**config.mk**
```make
export PLATFORM = sky130hd
export DESIGN_NAME = eeseq_top
export DESIGN_NICKNAME = d
export VERILOG_FILES = /design/src/rtl/eeseq_pkg.sv /design/src/rtl/eeseq_decode.sv /design/src/rtl/eeseq_store.sv /design/src/rtl/eeseq_top.sv
export SDC_FILE = /design/constraint.sdc
export NUM_CORES = 2
export LEC_CHECK = 0
export BUFFER_PORTS_ARGS = -buffer_cell sky130_fd_sc_hd__buf_2
export CAP_MARGIN = 20
export CELL_PAD_IN_SITES_DETAIL_PLACEMENT = 0
export CELL_PAD_IN_SITES_GLOBAL_PLACEMENT = 1
export CORE_MARGIN = 2
export CORE_UTILIZATION = 50
export DETAILED_ROUTE_END_ITERATION = 8
export GPL_TIMING_DRIVEN = 0
export PLACE_DENSITY_LB_ADDON = 0.1
export SETUP_SLACK_MARGIN = 0.1
export SYNTH_ARGS = -nofsm -noshare
export SYNTH_HDL_FRONTEND = slang
export SYNTH_SLANG_ARGS = --single-unit
```
**constraint.sdc**
```tcl
create_clock -name clk_i -period 3.1 [get_ports clk_i]
set_input_delay 0.155 -clock clk_i [delete_from_list [all_inputs] [get_ports clk_i]]
set_output_delay 0.155 -clock clk_i [all_outputs]
set_load 0.01 [all_outputs]
```
**src/rtl/eeseq_pkg.sv**
```systemverilog
package eeseq_pkg;
  localparam logic [7:0] OP_READ = 8'h03;
  localparam logic [7:0] OP_WREN = 8'h06;
  localparam logic [7:0] OP_WRITE = 8'h02;
  localparam logic [7:0] OP_WRDI = 8'h04;
  localparam logic [7:0] IDLE_BYTE = 8'hFF;

  typedef enum logic [2:0] {
    ST_IDLE, ST_W_INSN, ST_W_PAGE, ST_W_DATA, ST_W_END, ST_R_PAGE, ST_R_DATA, ST_DONE
  } seq_st_e;
endpackage

```
**src/rtl/eeseq_decode.sv**
```systemverilog
module eeseq_decode
  import eeseq_pkg::*;
#(
  parameter int DW = 8,
  parameter int PAGES = 64,
  parameter int PAGE_BYTES = 4,
  localparam int PG_W = $clog2(PAGES),
  localparam int LN_W = $clog2(PAGE_BYTES)
) (
  input  logic                     clk_i,
  input  logic                     rst_ni,
  input  logic                     sel_i,
  input  logic                     byte_vld_i,
  input  logic [DW-1:0]            byte_i,
  output logic                     commit_o,
  output logic                     rd_en_o,
  output logic [PG_W-1:0]          pg_o,
  output logic [LN_W-1:0]          lane_o,
  output logic [PAGE_BYTES*DW-1:0] wdata_o
);
  localparam logic [LN_W-1:0] LAST_LANE = LN_W'(PAGE_BYTES - 1);

  seq_st_e st_q, st_d;
  logic [LN_W-1:0] idx_q, idx_d;
  logic [PG_W-1:0] pg_q, pg_d;
  logic wen_q, wen_d;
  logic [PAGE_BYTES*DW-1:0] wbuf_q, wbuf_d;

  always_comb begin
    st_d = st_q;
    idx_d = idx_q;
    pg_d = pg_q;
    wen_d = wen_q;
    wbuf_d = wbuf_q;
    if (!sel_i) begin
      st_d = ST_IDLE;
      idx_d = '0;
      wen_d = 1'b0;
    end else if (byte_vld_i) begin
      unique case (st_q)
        ST_IDLE: begin
          if (byte_i == OP_READ) st_d = ST_R_PAGE;
          else if (byte_i == OP_WREN) begin
            st_d = ST_W_INSN;
            wen_d = 1'b1;
          end else st_d = ST_DONE;
        end
        ST_W_INSN: begin
          if (byte_i == OP_WRITE && wen_q) st_d = ST_W_PAGE;
          else begin
            st_d = ST_DONE;
            wen_d = 1'b0;
          end
        end
        ST_W_PAGE, ST_R_PAGE: begin
          pg_d = byte_i[DW-1 -: PG_W];  // low bits of page byte dropped
          idx_d = '0;
          st_d = (st_q == ST_W_PAGE) ? ST_W_DATA : ST_R_DATA;
        end
        ST_W_DATA: begin
          wbuf_d[idx_q*DW +: DW] = byte_i;
          if (idx_q == LAST_LANE) st_d = ST_W_END;
          else idx_d = idx_q + 1'b1;
        end
        ST_W_END: begin
          st_d = ST_DONE;
          wen_d = 1'b0;
        end
        ST_R_DATA: begin
          if (idx_q == LAST_LANE) st_d = ST_DONE;
          else idx_d = idx_q + 1'b1;
        end
        default: st_d = ST_DONE;
      endcase
    end
  end

  always_ff @(posedge clk_i or negedge rst_ni) begin
    if (!rst_ni) begin
      st_q <= ST_IDLE;
      idx_q <= '0;
      pg_q <= '0;
      wen_q <= 1'b0;
      wbuf_q <= '0;
    end else begin
      st_q <= st_d;
      idx_q <= idx_d;
      pg_q <= pg_d;
      wen_q <= wen_d;
      wbuf_q <= wbuf_d;
    end
  end

  assign commit_o = sel_i && byte_vld_i && st_q == ST_W_END && byte_i == OP_WRDI && wen_q;
  assign rd_en_o = st_q == ST_R_DATA;
  assign pg_o = pg_q;
  assign lane_o = idx_q;
  assign wdata_o = wbuf_q;

  assert_commit_needs_wen_R6: assert property (@(posedge clk_i) disable iff (!rst_ni)
    commit_o |-> wen_q);
  assert_wen_from_enable_R6: assert property (@(posedge clk_i) disable iff (!rst_ni)
    $rose(wen_q) |-> $past(byte_i) == OP_WREN && $past(byte_vld_i));
  assert_abort_restart_R5: assert property (@(posedge clk_i) disable iff (!rst_ni)
    !sel_i |=> st_q == ST_IDLE && !wen_q);
  assert_read_steady_R9: assert property (@(posedge clk_i) disable iff (!rst_ni)
    rd_en_o && !byte_vld_i && sel_i |=> $stable(idx_q) && $stable(pg_q));
endmodule

```
**src/rtl/eeseq_store.sv**
```systemverilog
module eeseq_store
  import eeseq_pkg::*;
#(
  parameter int DW = 8,
  parameter int PAGES = 64,
  parameter int PAGE_BYTES = 4,
  localparam int PG_W = $clog2(PAGES),
  localparam int LN_W = $clog2(PAGE_BYTES),
  localparam int DEPTH = PAGES * PAGE_BYTES
) (
  input  logic                     clk_i,
  input  logic                     rst_ni,
  input  logic                     we_i,
  input  logic [PG_W-1:0]          pg_i,
  input  logic [LN_W-1:0]          lane_i,
  input  logic [PAGE_BYTES*DW-1:0] wdata_i,
  output logic [DW-1:0]            rdata_o
);
  logic [DW-1:0] mem_q [DEPTH];

  for (genvar k = 0; k < PAGE_BYTES; k++) begin : g_lane
    for (genvar p = 0; p < PAGES; p++) begin : g_page
      always_ff @(posedge clk_i or negedge rst_ni) begin
        if (!rst_ni) mem_q[p*PAGE_BYTES+k] <= DW'(IDLE_BYTE);
        else if (we_i && pg_i == PG_W'(p)) mem_q[p*PAGE_BYTES+k] <= wdata_i[k*DW +: DW];
      end
    end
  end

  assign rdata_o = mem_q[{pg_i, lane_i}];

  assert_commit_lands_R3: assert property (@(posedge clk_i) disable iff (!rst_ni)
    we_i |=> mem_q[{$past(pg_i), LN_W'(0)}] == $past(wdata_i[DW-1:0]));
endmodule

```
**src/rtl/eeseq_top.sv**
```systemverilog
module eeseq_top
  import eeseq_pkg::*;
#(
  parameter int DW = 8,
  parameter int PAGES = 64,
  parameter int PAGE_BYTES = 4,
  localparam int PG_W = $clog2(PAGES),
  localparam int LN_W = $clog2(PAGE_BYTES)
) (
  input  logic          clk_i,
  input  logic          rst_ni,
  input  logic          sel_i,
  input  logic          byte_vld_i,
  input  logic [DW-1:0] byte_i,
  output logic [DW-1:0] reply_o
);
  logic commit, rd_en;
  logic [PG_W-1:0] pg;
  logic [LN_W-1:0] lane;
  logic [PAGE_BYTES*DW-1:0] wdata;
  logic [DW-1:0] rdata;

  eeseq_decode #(.DW(DW), .PAGES(PAGES), .PAGE_BYTES(PAGE_BYTES)) u_dec (
    .clk_i, .rst_ni, .sel_i, .byte_vld_i, .byte_i,
    .commit_o(commit), .rd_en_o(rd_en), .pg_o(pg), .lane_o(lane), .wdata_o(wdata)
  );

  eeseq_store #(.DW(DW), .PAGES(PAGES), .PAGE_BYTES(PAGE_BYTES)) u_mem (
    .clk_i, .rst_ni, .we_i(commit), .pg_i(pg), .lane_i(lane),
    .wdata_i(wdata), .rdata_o(rdata)
  );

  assign reply_o = rd_en ? rdata : DW'(IDLE_BYTE);

  assert_idle_reply_R10: assert property (@(posedge clk_i) disable iff (!rst_ni)
    !sel_i |=> reply_o == DW'(IDLE_BYTE));
  assert_no_read_write_mix_R9: assert property (@(posedge clk_i) disable iff (!rst_ni)
    commit |-> !rd_en);
endmodule

```
# == After elaboration in Yosys (flattened, before gate mapping) ==
# Cells that the tools add are included.
# word_totals
regBits,2092
in_bits,12
output_inout_bits,8
elab_cells,452
# classes
n_addsub,2
order_cmp,1
eq_ne,83
shift,2
n_mux,24
n_bitwise,1
n_reduce_logical,78
# op_table
op,n
6-bit equality test (second input constant),32
6-bit by 5-bit equality test with 1-bit output (second input constant),16
1-bit logical AND,69
8-bit binary-select mux with 8-bit select,1
6-bit by 4-bit equality test with 1-bit output (second input constant),8
5-bit negator with 34-bit output,1
8-bit by 34-bit variable shift with 32-bit output (first input constant),1
8-bit by 34-bit indexed part select with 32-bit output,1
32-bit bitwise mux,1
6-bit by 3-bit equality test with 1-bit output (second input constant),4
3-bit two-way mux,8
8-bit two-way mux,3
8-bit by 2-bit equality test with 1-bit output (second input constant),2
8-bit by 3-bit equality test with 1-bit output (second input constant),2
3-bit one-hot mux with 5 select lines,1
6-bit by 2-bit equality test with 1-bit output (second input constant),2
3-bit by 2-bit inequality test with 1-bit output (second input constant),4
3-bit AND reduction,4
3-bit equality test (second input constant),3
9-bit >= comparator (second input constant),1
3-bit inequality test (second input constant),3
8-bit NOT with 9-bit output,1
3-bit by 2-bit equality test with 1-bit output (second input constant),2
6-bit by 1-bit equality test with 1-bit output (second input constant),1
other kinds (13),20

# == Logic depth before layout (Yosys ltp) ==
# depth
depth_word,6
mapped_depth,12
depth_no_buf,7

# == Hierarchy ==
# Synthesis repeated with hierarchy kept, for this count alone.
# hier_totals
cells_unflattened,5979
area_unflattened_um2,96540.1
# by_module_without_submodules
module,n_inst,cells_each,area_per_inst_um2,seq_area_each_um2
eeseq_store,1,5745,94389.3,53811.6
eeseq_decode,1,226,2100.8,1101.1
eeseq_top,1,8,50.0,0.0

# == Worst setup path after synthesis ==
# OpenSTA, ideal clock, no wires.
# synth_timing
path_kind,register to register
start,"register u_dec.idx_q[0], in the netlist u_dec.lane_o[0]"
end,"register u_dec.wbuf_q[6], in the netlist u_dec.wdata_o[6]"
setup_ns,0.083
t_arrival_ns,2.749
required_time_ns,3.017
slack_ns,0.268
path_stages_with_launch,12
n_path_buf,6
synth_period_minus_slack_ns,2.832
path_cell_list,dfrtp_1 -> buf_2 -> buf_4 -> buf_6 -> buf_4 -> buf_4 -> buf_4 -> inv_1 -> ha_1 -> nor3b_1 -> nand2_1 -> o21ai_0
# synth_via
elab_chain_len,3
word_cells_on_any_way,4
classes_between,add/sub (1); shift (2); mux (1)
# synth_rtl
item,line_no,rtl
start: declaration,eeseq_decode.sv:24,"logic [LN_W-1:0] idx_q, idx_d;"
start signal: assignment,eeseq_decode.sv:87,idx_q <= idx_d;
5-bit negator with 34-bit output *,eeseq_decode.sv:61,wbuf_d[idx_q*DW +: DW] = byte_i;
8-bit by 34-bit indexed part select with 32-bit output or 8-bit by 34-bit variable shift with 32-bit output (tied branches),eeseq_decode.sv:61,
32-bit bitwise mux *,eeseq_decode.sv:61,
end signal: assignment,eeseq_decode.sv:90,wbuf_q <= wbuf_d;
end: declaration,eeseq_decode.sv:27,"logic [PAGE_BYTES*DW-1:0] wbuf_q, wbuf_d;"
# Every way passes the cells marked *; elsewhere a longest branch is shown, timed or not.
# A chain may end at the register's enable or synchronous reset.

# == Final worst setup path ==
# layout_timing
start,"register u_dec.idx_q[1], in the netlist u_dec.lane_o[1]"
end,output port reply_o[3]
# layout_via
elab_chain_len,5
# layout_rtl
item,line_no,rtl
8-bit NOT with 9-bit output (not written as such),eeseq_store.sv:30,"assign rdata_o = mem_q[{pg_i, lane_i}];"
8-bit binary-select mux with 8-bit select,eeseq_store.sv:30,
8-bit two-way mux (not written as such) (2 in a row),eeseq_store.sv:30,
8-bit two-way mux,eeseq_top.sv:33,assign reply_o = rd_en ? rdata : DW'(IDLE_BYTE);
end: declaration,eeseq_top.sv:15,output logic [DW-1:0] reply_o
# Every way passes these cells. The select of a mux whose other input is x is not followed.

==> results_dict.tcl <==
set metrics [dict create \
    outcome "finished with violations" \
    violations "negative hold slack, negative setup slack" \
    rows 161 \
    htreeDepth 4 \
    ios 20 \
    syn-cell-area_um2 97200 \
    critical-path-slowest-cell "o311ai_2" \
    drv_slew 0 \
    layout_common_cells "2048 x dfstp_2, 1914 x mux2_2, 483 x mux4_2" \
    clk_latency_ps 930 \
    criticalPathCategory "flip-flop to output pin" \
    fin_crit_ps 5290 \
    port-buffer-count 19 \
    combPwrFrac 0.223 \
    ys_warn_count 0 \
    drv_cap 0 \
    grt_pass1_vias 64900 \
    synthCells 6114 \
    clkPwrFrac 0.389 \
    post-route-util 0.607 \
    fin_worst_skew_ps 39.0 \
    arrival_ps 5130 \
    wl_per_cell_um 53.1 \
    vias 69700 \
    setup_slack_ps -2190 \
    root_buffer "clkbuf_16" \
    wirelength_um 506000 \
    path_cells "buf_12 > buf_12 > clkbuf_16 > clkbuf_8 > buf_12 > mux4_2 > a22oi_2 > nand4_1 > o311ai_2 > nand4_1 > buf_2" \
    ys_seq_area_frac 0.565 \
    slowest_delay_ps 500 \
    drtIter0Drc 11000 \
    cp-end-kind "output pin" \
    layout_worst_path_cycle_share 1.71 \
    gp_congestion 1.07 \
    final_common_cell "dfstp_2" \
    setup_viol 74 \
    synthesis.nets 6131 \
    die-width_um 445 \
    ys_types 73 \
    p_leak_nw 47.1 \
    cts_max_path_buffers 3 \
    rsz0062_at_grt "true" \
    cp.depth 11 \
    grt_overflow 0 \
    cts_tree "yes" \
    nets 6763 \
    numCtsBuffers 224 \
    die_area_um2 198000 \
    critPathBufInv 6 \
    peakVddDrop_v 0.000812 \
    fp.dieH_um 445 \
    syn_area_per_cell_um2 15.9 \
    design.core.area_um2 193000 \
    rr_worst_depth 7 \
    drive_gt1_frac 0.830 \
    internal_power_mw 46.8 \
    area_growth_pct 20.3 \
    drc 0 \
    fillCellCount 14500 \
    power_switching_mw 24.4 \
    path_delay_family "buffers and inverters" \
    antenna_found_initial 119 \
    initial_utilization 0.504 \
    grt_pass1_wl_um 649000 \
    finalSetupTns_ps -17210 \
    critical_path.most_common_cell "buf_12" \
    whs_ps -641 \
    track_usage 0.508 \
    crit_required_ps 2940 \
    relSlewSlack 0.0530 \
    switching_share 0.343 \
    ant_nets 0 \
    worst_pin_slew_ps 1420 \
    clk_pin_slew_ps 60 \
    cts.sinks 2092 \
    ys_seq_elements 2092 \
    via_per_inst 7.31 \
    powerDensity_nw_per_um2 609 \
    post-dp-hpwl_um 348000 \
    async_flop_share 1.00 \
    crit_path_max_fanout 12 \
    hold_path_class "input pin to asynchronous set/reset pin" \
    finalHoldViolCount 175 \
    fmax_ghz 0.189 \
    first_pass_iters 7 \
    start_kind "flip-flop" \
    grt_max_degree 173 \
    synth_edf_count 0 \
    yosys_most_used_dff "dfstp_2" \
    pwr-share-seq 0.388 \
    r2r_setup_slack_ps -70 \
]
-- power groups by stage --
stage | Sequential [mW] | Clock, mW | Combinational (mW)
global placement | 27.8 | 0 | 11.3
floorplan | 28.0 | 0 | 3.06
finish | 27.6 | 27.7 | 15.9
global route | 27.6 | 28.7 | 14.7
CTS | 27.6 | 27.6 | 14.0
detailed placement | 28.0 | 0 | 12.7
-- worst register-to-register path: stages (launching register included) --
cell and delay, ps:
dfrtp_1 320, clkbuf_2 220, and4_1 210, clkbuf_1 670, clkbuf_4 710, nand2_1 280
buf_2 320, mux2_1 350
-- cells in the mapped netlist (all sizes together) (3+ instances only) --
| library cell | instances | share of area |
|---|---|---|
| nor4 | 8 | 0.00051 |
| inv | 8 | 0.00031 |
| or4 | 4 | 0.00031 |
| nand3b | 3 | 0.00023 |
| a31oi | 7 | 0.00045 |
| o21ai | 49 | 0.0025 |
| a211o | 3 | 0.00027 |
| a32oi | 7 | 0.00063 |
| nor3b | 8 | 0.00062 |
| o2111ai | 3 | 0.00027 |
| mux4 | 483 | 0.11 |
| ha | 5 | 0.00064 |
| or3 | 3 | 0.00019 |
| buf | 301 | 0.016 |
| o31ai | 3 | 0.00023 |
| nor2 | 38 | 0.0015 |
| o211ai | 12 | 0.00093 |
| and2 | 5 | 0.00032 |
| nand2b | 4 | 0.00026 |
| clkbuf | 309 | 0.012 |
| nor3 | 23 | 0.0015 |
| a2111oi | 8 | 0.00072 |
| dfrtp | 44 | 0.011 |
| nand2 | 216 | 0.0084 |
| o22ai | 12 | 0.00077 |
| mux2 | 2057 | 0.24 |
| nand3 | 30 | 0.0016 |
| nor2b | 10 | 0.00064 |
| a22oi | 120 | 0.0093 |
| nand4 | 17 | 0.0011 |
| nor4b | 4 | 0.00049 |
| a221oi | 20 | 0.0018 |
| a21oi | 56 | 0.0029 |
| mux2i | 128 | 0.013 |
| a22o | 16 | 0.0014 |
| and3 | 3 | 0.00019 |
| o311ai | 5 | 0.00045 |
| dfstp | 2048 | 0.55 |
| a211oi | 5 | 0.00039 |
-- cells by family (layout without fill, tap and decap cells) --
logic type	count (synthesis)	count (layout)	synth area share
buffers and inverters	619	1432	0.0279
muxes	2668	2668	0.363
adders and majority gates	6	6	0.000746
other	0	79	0
AOI/OAI and AO/OA	344	344	0.0246
xor gates and xnor gates	1	1	0.0000901
DFF	2092	2092	0.565
and+or+nand+nor	384	384	0.0185
-- worst paths after layout --
kind	from	end
worst max-delay path	u_dec.lane_o[1]	reply_o[3]
worst min-delay path	rst_ni	u_dec.wdata_o[29]
worst max register to register	u_dec.pg_o[2]	u_mem.mem_q[1536]
worst min register to register	u_mem.mem_q[1966]	u_mem.mem_q[1966]
max in group asynchronous	rst_ni	u_mem.mem_q[567]
min in group clk_i	sel_i	u_dec.wen_q
-- final cells by class --
class	count	area (um2)	share of cell area
diodes	79	198	0.00169
plain buffers	610	4920	0.0421
clock buffers	360	6820	0.0583
clock inverters	47	607	0.00519
inverters	9	57.6	0.000492
multi-input cells	3403	40600	0.347
flip-flops and latches	2092	54900	0.469
well taps	2526	3160	0.0270
repair buffers	406	5740	0.0490
-- state kept, by name, indices dropped and copies added, names as in the netlist --
register	cells
u_dec.wdata_o	32
u_dec.lane_o	2
u_mem.mem_q	2048
u_dec.st_q	3
u_dec.pg_o	6
u_dec.wen_q	1
-- layer usage --
metal / vias to the layer above / share of wire / GRT usage
met3: 1951 / 0.15 / 0.268
met2: 5920 / 0.39 / 0.667
met5: - / 0.0022 / 0.0203
met4: 47 / 0.10 / 0.414
li1: 24200 / - / -
met1: 37500 / 0.35 / 0.610
-- stage by stage --
| stage | std cells | hold WS [ps] | setup WS, ps | power [mW] | area, um2 |
|---|---|---|---|---|---|
| floorplan | 6114 | -141 | 268 | 31.0 | 97200 |
| global placement | 8659 | 460 | -43260 | 39.1 | 100000 |
| detailed placement | 8828 | 311 | -3480 | 40.7 | 104000 |
| CTS | 9395 | -663 | -1870 | 69.3 | 116000 |
| global route | 9464 | -593 | -1870 | 71.1 | 117000 |
| finish | 9532 | -641 | -2190 | 71.2 | 117000 |
-- what timing repair did --
action	CTS	global route
endpoints found under the hold margin	193	162
gates resized for setup	648	169
hold buffers	14	1
gates cloned	2	6
pin swaps	49	30
setup endpoints to repair	2194	1734
setup buffers	144	42
No activity file was read; power rests on OpenSTA's default activity.
